[config.mk]
export PLATFORM = sky130hd
export DESIGN_NAME = wdt2_core
export DESIGN_NICKNAME = d
export VERILOG_FILES = /design/src/rtl/wdt2_pkg.sv /design/src/rtl/wdt2_unlock.sv /design/src/rtl/wdt2_downcount.sv /design/src/rtl/wdt2_core.sv
export SDC_FILE = /design/constraint.sdc
export NUM_CORES = 1
export LEC_CHECK = 0
export BUFFER_PORTS_ARGS = -buffer_cell sky130_fd_sc_hd__buf_2
export CAP_MARGIN = 10
export CORE_AREA = 4 4 156 158
export DETAILED_ROUTE_END_ITERATION = 16
export DIE_AREA = 0 0 160 162
export HOLD_SLACK_MARGIN = 0.15
export PLACE_DENSITY = 0.43
export SYNTH_ARGS = -nofsm -noshare
export SYNTH_HDL_FRONTEND = slang
export SYNTH_SLANG_ARGS = --single-unit
[constraint.sdc]
create_clock -name clk -period 4.5 [get_ports clk]
set_input_delay 0.9 -clock clk [delete_from_list [all_inputs] [get_ports clk]]
set_output_delay 0.9 -clock clk [all_outputs]
set_load 0.005 [all_outputs]
[src/rtl/wdt2_pkg.sv]
package wdt2_pkg;
  localparam int BUS_W  = 32;
  localparam int LANES  = BUS_W / 8;
  localparam int PRE_W  = 20;

  // word map
  localparam int W_PRE1 = 0;
  localparam int W_PRE2 = 1;
  localparam int W_KEY  = 3;   // lane 0: key byte, lane 1: restart/clear byte
  localparam int W_CTRL = 4;
  localparam int W_CFG  = 5;
  localparam int W_LOCK = 6;

  localparam logic [7:0] KEY_FIRST  = 8'h80;
  localparam logic [7:0] KEY_SECOND = 8'h86;

  // control field sits at data bits 5:2; indices below are within the field
  localparam int CTRL_LSB  = 2;
  localparam int CB_FAST   = 0;
  localparam int CB_WARM   = 1;
  localparam int CB_RSTEN  = 2;
  localparam int CB_NOTOG  = 3;

  localparam int RB_RESTART = 8;
  localparam int RB_CLRTO   = 9;

  typedef enum logic [1:0] {UL_IDLE, UL_HALF, UL_OPEN} key_state_e;
  typedef enum logic {ST_ONE, ST_TWO} stage_e;

  function automatic logic [BUS_W-1:0] lane_merge(input logic [BUS_W-1:0] cur,
                                                  input logic [BUS_W-1:0] nxt,
                                                  input logic [LANES-1:0] be);
    logic [BUS_W-1:0] r;
    r = cur;
    for (int i = 0; i < LANES; i++)
      if (be[i]) r[8*i +: 8] = nxt[8*i +: 8];
    return r;
  endfunction
endpackage

[src/rtl/wdt2_unlock.sv]
module wdt2_unlock
  import wdt2_pkg::*;
#(
  parameter int WORD_W = 3
) (
  input  logic              clk,
  input  logic              rst,
  input  logic              wr,
  input  logic [WORD_W-1:0] word,
  input  logic [LANES-1:0]  be,
  input  logic [7:0]        byte0,
  output logic              open_o
);
  key_state_e st_q;
  logic       key_wr;

  assign key_wr = (word == WORD_W'(W_KEY)) && (be == LANES'(1));

  always_ff @(posedge clk) begin
    if (rst) begin
      st_q <= UL_IDLE;
    end else if (wr) begin
      if (key_wr && byte0 == KEY_FIRST)
        st_q <= UL_HALF;
      else if (key_wr && byte0 == KEY_SECOND && st_q == UL_HALF)
        st_q <= UL_OPEN;
      else
        st_q <= UL_IDLE;
    end
  end

  assign open_o = (st_q == UL_OPEN);
endmodule

[src/rtl/wdt2_downcount.sv]
module wdt2_downcount #(
  parameter int PRE_W = 20,
  parameter int SHIFT = 15
) (
  input  logic             clk,
  input  logic             rst,
  input  logic             load,
  input  logic             fast,
  input  logic [PRE_W-1:0] load_val,
  output logic             zero_o
);
  localparam int CW = PRE_W + SHIFT;

  logic [CW-1:0] cnt_q;
  logic [CW-1:0] slow_val;
  logic [CW-1:0] load_full;

  generate
    if (SHIFT == 0) begin : g_noshift
      assign slow_val = load_val;
    end else begin : g_shift
      assign slow_val = {load_val, {SHIFT{1'b1}}};
    end
  endgenerate

  assign load_full = fast ? CW'(load_val) : slow_val;

  always_ff @(posedge clk) begin
    if (rst)                cnt_q <= '0;
    else if (load)          cnt_q <= load_full;
    else if (cnt_q != '0)   cnt_q <= cnt_q - 1'b1;
  end

  assign zero_o = (cnt_q == '0);
endmodule

[src/rtl/wdt2_core.sv]
module wdt2_core
  import wdt2_pkg::*;
#(
  parameter int PRE_SHIFT  = 15,
  parameter int RST_CYCLES = 4,
  parameter int WORD_W     = 3
) (
  input  logic              clk,
  input  logic              rst,
  input  logic [WORD_W-1:0] bus_word,
  input  logic              bus_we,
  input  logic [LANES-1:0]  bus_be,
  input  logic [BUS_W-1:0]  bus_wdata,
  output logic [BUS_W-1:0]  bus_rdata,
  output logic              stage1_irq_o,
  output logic              timeout_o,
  output logic              rst_req_o,
  output logic              rst_warm_o,
  output logic              aux_o
);
  localparam int PULSE_W = $clog2(RST_CYCLES + 1);

  logic [PRE_W-1:0]   pre1_q, pre2_q;
  logic [3:0]         ctrl_q;
  logic [BUS_W-1:0]   cfg_q;
  logic               lock_q, en_q;
  stage_e             stage_q;
  logic               irq_q, tout_q, warm_q, aux_q;
  logic [PULSE_W-1:0] pulse_q;
  logic [BUS_W-1:0]   rdata_q, rd_next;

  logic unl_open, cnt_zero;
  logic hit_pre1, hit_pre2, hit_key, hit_ctrl, hit_cfg, hit_lock;
  logic wr_pre1, wr_pre2, wr_rld, wr_ctrl, wr_cfg, wr_lock;
  logic restart, clr_to, expire, exp_one, exp_two, cnt_load;
  logic ctrl_rsten, in_stage_two;
  logic [PRE_W-1:0] load_val;

  assign hit_pre1 = bus_word == WORD_W'(W_PRE1);
  assign hit_pre2 = bus_word == WORD_W'(W_PRE2);
  assign hit_key  = bus_word == WORD_W'(W_KEY);
  assign hit_ctrl = bus_word == WORD_W'(W_CTRL);
  assign hit_cfg  = bus_word == WORD_W'(W_CFG);
  assign hit_lock = bus_word == WORD_W'(W_LOCK);

  wdt2_unlock #(.WORD_W(WORD_W)) u_unlock (
    .clk    (clk),
    .rst    (rst),
    .wr     (bus_we),
    .word   (bus_word),
    .be     (bus_be),
    .byte0  (bus_wdata[7:0]),
    .open_o (unl_open)
  );

  // protected writes need an open key; everything else goes straight in
  assign wr_pre1 = bus_we && hit_pre1 && unl_open;
  assign wr_pre2 = bus_we && hit_pre2 && unl_open;
  assign wr_rld  = bus_we && hit_key && bus_be[1] && unl_open;
  assign wr_ctrl = bus_we && hit_ctrl && bus_be[0] && !lock_q;
  assign wr_lock = bus_we && hit_lock && bus_be[0] && !lock_q;
  assign wr_cfg  = bus_we && hit_cfg;

  assign restart = wr_rld && bus_wdata[RB_RESTART];
  assign clr_to  = wr_rld && bus_wdata[RB_CLRTO];

  assign ctrl_rsten   = ctrl_q[CB_RSTEN];
  assign in_stage_two = (stage_q == ST_TWO);

  // expiry yields to a restart in the same cycle
  assign expire   = en_q && cnt_zero && !restart;
  assign exp_one  = expire && !in_stage_two;
  assign exp_two  = expire && in_stage_two;
  assign cnt_load = !en_q || restart || expire;
  assign load_val = exp_one ? pre2_q : pre1_q;

  wdt2_downcount #(.PRE_W(PRE_W), .SHIFT(PRE_SHIFT)) u_count (
    .clk      (clk),
    .rst      (rst),
    .load     (cnt_load),
    .fast     (ctrl_q[CB_FAST]),
    .load_val (load_val),
    .zero_o   (cnt_zero)
  );

  always_ff @(posedge clk) begin
    if (rst) begin
      pre1_q <= '0;
      pre2_q <= '0;
      ctrl_q <= '0;
      cfg_q  <= '0;
      lock_q <= 1'b0;
      en_q   <= 1'b0;
    end else begin
      if (wr_pre1) pre1_q <= PRE_W'(lane_merge(BUS_W'(pre1_q), bus_wdata, bus_be));
      if (wr_pre2) pre2_q <= PRE_W'(lane_merge(BUS_W'(pre2_q), bus_wdata, bus_be));
      if (wr_cfg)  cfg_q  <= lane_merge(cfg_q, bus_wdata, bus_be);
      if (wr_ctrl) ctrl_q <= bus_wdata[CTRL_LSB +: 4];
      if (wr_lock) begin
        lock_q <= bus_wdata[0];
        en_q   <= bus_wdata[1];
      end
    end
  end

  always_ff @(posedge clk) begin
    if (rst) begin
      stage_q <= ST_ONE;
      irq_q   <= 1'b0;
      tout_q  <= 1'b0;
      pulse_q <= '0;
      warm_q  <= 1'b0;
      aux_q   <= 1'b0;
    end else begin
      if (!en_q || restart) stage_q <= ST_ONE;
      else if (exp_one)     stage_q <= ST_TWO;
      else if (exp_two)     stage_q <= ST_ONE;

      if (exp_one)      irq_q <= 1'b1;
      else if (restart) irq_q <= 1'b0;

      if (exp_two)     tout_q <= 1'b1;
      else if (clr_to) tout_q <= 1'b0;

      if (exp_two && ctrl_rsten) begin
        pulse_q <= PULSE_W'(RST_CYCLES);
        warm_q  <= ctrl_q[CB_WARM];
      end else if (pulse_q != '0) begin
        pulse_q <= pulse_q - 1'b1;
      end

      if (exp_two && !ctrl_q[CB_NOTOG]) aux_q <= ~aux_q;
    end
  end

  always_comb begin
    rd_next = '0;
    case (bus_word)
      WORD_W'(W_PRE1): rd_next = BUS_W'(pre1_q);
      WORD_W'(W_PRE2): rd_next = BUS_W'(pre2_q);
      WORD_W'(W_KEY):  rd_next = BUS_W'({irq_q, tout_q}) << RB_CLRTO;
      WORD_W'(W_CTRL): rd_next = BUS_W'(ctrl_q) << CTRL_LSB;
      WORD_W'(W_CFG):  rd_next = cfg_q;
      WORD_W'(W_LOCK): rd_next = BUS_W'({en_q, lock_q});
      default:         rd_next = '0;
    endcase
  end

  always_ff @(posedge clk) begin
    if (rst) rdata_q <= '0;
    else     rdata_q <= rd_next;
  end

  assign bus_rdata    = rdata_q;
  assign stage1_irq_o = irq_q;
  assign timeout_o    = tout_q;
  assign rst_req_o    = (pulse_q != '0);
  assign rst_warm_o   = rst_req_o && warm_q;
  assign aux_o        = aux_q;
endmodule

==> impl_metrics.csv <==
group,metric,value,unit
power,net-switching-power,749,µW
clock_network,cts_max_level,4,
detailed_routing,antenna_left,0,
floorplan,die_h,162,µm
global_route,grt_use_total,16.2,%
floorplan,num_rows,56,
yosys,synth_warnings,0,
timing,slew_violations,0,
layout,drive_above_1_share,16.7,%
critical_path,cp_data_arrival_time,3.50,ns
critical_path,worst_setup_path_end_kind,"flip-flop",
timing,clock_skew,0.0113,ns
yosys,synth-seq-cells,155,
hold_path,hp-class,"reg2reg",
timing,finalHoldViolCount,0,
timing,rsz0062_at_grt,"no",
detailed_routing,routed_wirelength,21000,µm
yosys,async_flop_share,0,%
layout,nets,860,
timing,fin_ws,1.26,ns
critical_path,path_class,"reg2reg",
clock_network,clk_latency,0.43,ns
power,ir_drop,0.000213,V
critical_path,setup.worst_path.start,"u_count.cnt_q[28]",
clock_network,cts_made_buffers,17,
global_route,grt_pass1_vias,5886,
critical_path,regToRegSetupSlack,1.26,ns
power,powerDensity,393,nW/µm²
timing,slew_headroom,29.9,%
global_route,grt_pass1_wl,33000,µm
power,p_clk_share,49.0,%
critical_path,worstPathCellList,"or4_1, nor4_1, nand4_1, a21boi_2, a221oi_1",
detailed_routing,viasPerCell,5.19,
layout,diodes,0,
detailed_routing,drtIter0Drc,363,
timing,setup_violations,0,
critical_path,critical_path.endpoint,"u_count.cnt_q[6]",
place,place_ws,1.27,ns
timing,holdWs,0.453,ns
clock_network,cts_tree,"built",
yosys,synth_edf_count,0,
power,switching_share,23.5,%
critical_path,reg2reg_from,"u_count.cnt_q[28]",
power,power.share.combinational,6.6,%
yosys,yosysSeqAreaShare,45.6,%
clock_network,hold_buffers,0,
yosys,synth_cell_types,54,
floorplan,pin_count,79,
critical_path,critPathMaxStageDelay,0.90,ns
detailed_routing,vias,5798,
global_route,grt_remaining_overflow,0,
critical_path,timing.rr.end,"u_count.cnt_q[6]",
timing,clock.fmax,0.309,GHz
yosys,syn_area_per_cell,9.07,µm²
yosys,ys.flop_type,"dfxtp_1",
timing,fin_crit,3.24,ns
power,power_frac_seq,44.3,%
clock_network,cts-root-buf,"clkbuf_16",
critical_path,reg2reg_depth,5,
detailed_routing,firstDrtPassIters,5,
flow_run,drv_cap,0,
place,io_buffers,78,
global_route,antenna_found_initial,0,
global_route,grt_max_degree,58,
timing,fin_setup_tns,0,ns
yosys,synth_nets,795,
critical_path,cp-start-kind,"flip-flop",
floorplan,die_x,160,µm
clock_network,clk_path_buf_depth,2,
yosys,synth_cells,750,
yosys,syn_area,6810,µm²
layout,final_cell_count_no_fill,1117,
outcome,status,"finished clean",
floorplan,core-area,23100,µm²
timing,finalCritPeriodShare,71.9,%
floorplan,die-area,25900,µm²
power,internal-power,2440,µW
critical_path,crit_path_max_fanout,15,
layout,syn_to_final_growth,19.2,%
critical_path,cp_slowest_cell,"a21boi_2",
place,dp.cells,1086,
power,power.leakage,0.00313,µW
layout,fill_cells,2430,
clock_network,cts_resized,0,
critical_path,required,4.76,ns
timing,tightest_slew,1.04,ns
detailed_routing,wire_per_inst,18.8,µm
detailed_routing,drc_errors,0,
clock_network,clkSlewWorstSetupHoldPaths,0.06,ns
clock_network,cts_sinks,155,
place,place_congestion,0.811,
place,detailed_place_hpwl,15400,µm
clock_network,post_cts_buffers,0,
floorplan,initial_core_util,29.4,%
## area by class of cell
class / instances / area, µm² / area share, %
clock inverters: 12 / 186 / 2.30
well taps: 290 / 363 / 4.47
clock buffers: 19 / 453 / 5.58
repair buffers: 92 / 498 / 6.14
multi-input cells: 540 / 3480 / 42.8
flip-flops and latches: 155 / 3100 / 38.2
inverters: 9 / 33.8 / 0.416
## power groups by stage
| stage | logic (µW) | clock network, µW | registers [µW] |
|---|---|---|---|
| 2_1_floorplan | 136 | 0 | 1440 |
| 4_1_cts | 214 | 1600 | 1410 |
| 3_5_place_dp | 213 | 0 | 1440 |
| 6_report | 212 | 1560 | 1410 |
| 3_3_place_gp | 207 | 0 | 1440 |
| 5_1_grt | 238 | 1650 | 1420 |
## how the worst min path moves through the flow
| stage | start | end | slack [ns] | depth (start not counted) |
|---|---|---|---|---|
| 2_1_floorplan | cfg_q[20] | bus_rdata[20] | 0.43 | 1 |
| 3_3_place_gp | cfg_q[21] | cfg_q[21] | 0.44 | 2 |
| 3_5_place_dp | cfg_q[26] | bus_rdata[26] | 0.44 | 1 |
| 4_1_cts | cfg_q[8] | cfg_q[8] | 0.46 | 2 |
| 5_1_grt | cfg_q[4] | cfg_q[4] | 0.48 | 2 |
| 6_report | cfg_q[11] | cfg_q[11] | 0.45 | 2 |
## flip-flops by register name (all words and copies together), names as in the netlist
signal	flops
timeout_o	1
pulse_q	3
stage1_irq_o	1
lock_q	1
in_stage_two	1
ctrl_q	4
pre1_q	20
cfg_q	32
aux_o	1
warm_q	1
en_q	1
bus_rdata	32
u_unlock.st_q	2
pre2_q	20
u_count.cnt_q	35
## logic make-up (layout without fill, tap and decap cells)
group / count (synthesis) / after routing / synth area share, %
simple gates: 292 / 292 / 21.8
flops: 155 / 155 / 45.6
compound gates: 131 / 131 / 12.5
mux: 83 / 83 / 12.3
buf+inv: 55 / 132 / 3.33
xor+xnor: 31 / 31 / 3.99
fa+ha+maj: 3 / 3 / 0.552
## metal layers
layer / global-route usage, % / wire (µm) / vias up
met3: 3.76 / 1120 / 21
met2: 25.0 / 9410 / 175
met5: 0 / 0 / -
li1: - / - / 2814
met4: 4.73 / 386 / 0
met1: 22.6 / 10100 / 2788
## cells in the mapped netlist, drive strengths merged (2+ instances only)
library cell  number  area, µm²
dfxtp            155       3100
nor2             102        385
mux2i             80        801
a21oi             61        305
nand2             50        188
nand3             37        185
clkbuf            32        120
xnor2             25        219
nor2b             19        119
a221oi            15        131
nor3              15       75.1
nor4              15        149
buf               14       72.6
o22ai             14       87.6
and2              13       81.3
inv                9       33.8
o21ai              7       35.0
or3                7       43.8
or4                7       56.3
a211o              6       52.6
nand2b             6       37.5
nand4              6       37.5
xor2               6       52.6
a211oi             5       37.5
o32ai              5       43.8
a222oi             4       40.0
a22o               4       35.0
a22oi              4       30.0
ha                 3       37.5
mux2               3       33.8
and3b              2       17.5
and4               2       17.5
nor3b              2       15.0
nor4b              2       17.5
or2                2       12.5
## stage by stage
stage	power, µW	utilization (%)	area, µm²
2_1_floorplan	1580	-	6810
3_3_place_gp	1650	32.3	7470
3_5_place_dp	1660	32.3	7470
4_1_cts	3220	35.1	8110
5_1_grt	3310	35.1	8110
6_report	3190	35.1	8110
## placed cells by master (no fill, tap or decap), types with 3 or more instances in the layout
| cell type | n |
|---|---|
| nor4_1 | 9 |
| nand2_1 | 50 |
| nand3_1 | 37 |
| a22oi_1 | 4 |
| a211oi_1 | 5 |
| nor2b_1 | 19 |
| bufinv_16 | 4 |
| a21oi_1 | 61 |
| buf_2 | 77 |
| nor4_2 | 4 |
| nand4_1 | 6 |
| ha_1 | 3 |
| dfxtp_1 | 155 |
| clkbuf_16 | 17 |
| o32ai_1 | 5 |
| o21ai_0 | 5 |
| a222oi_1 | 4 |
| or4_1 | 6 |
| nand2b_1 | 6 |
| or3_1 | 7 |
| a221oi_1 | 15 |
| and2_1 | 13 |
| mux2i_1 | 80 |
| a22o_1 | 4 |
| mux2_2 | 3 |
| xnor2_1 | 25 |
| nor2_1 | 101 |
| buf_4 | 15 |
| xor2_1 | 6 |
| nor3_1 | 15 |
| a211o_1 | 6 |
| inv_1 | 9 |
| o22ai_1 | 14 |
## critical path, delay by kind of cell, from the launching register on
family	cells	cell delay, ns
AND/OR/NAND/NOR	3	1.60
AO/OA/AOI/OAI	2	1.12
flip-flops	1	0.35
(Power assumes the default switching activity.)
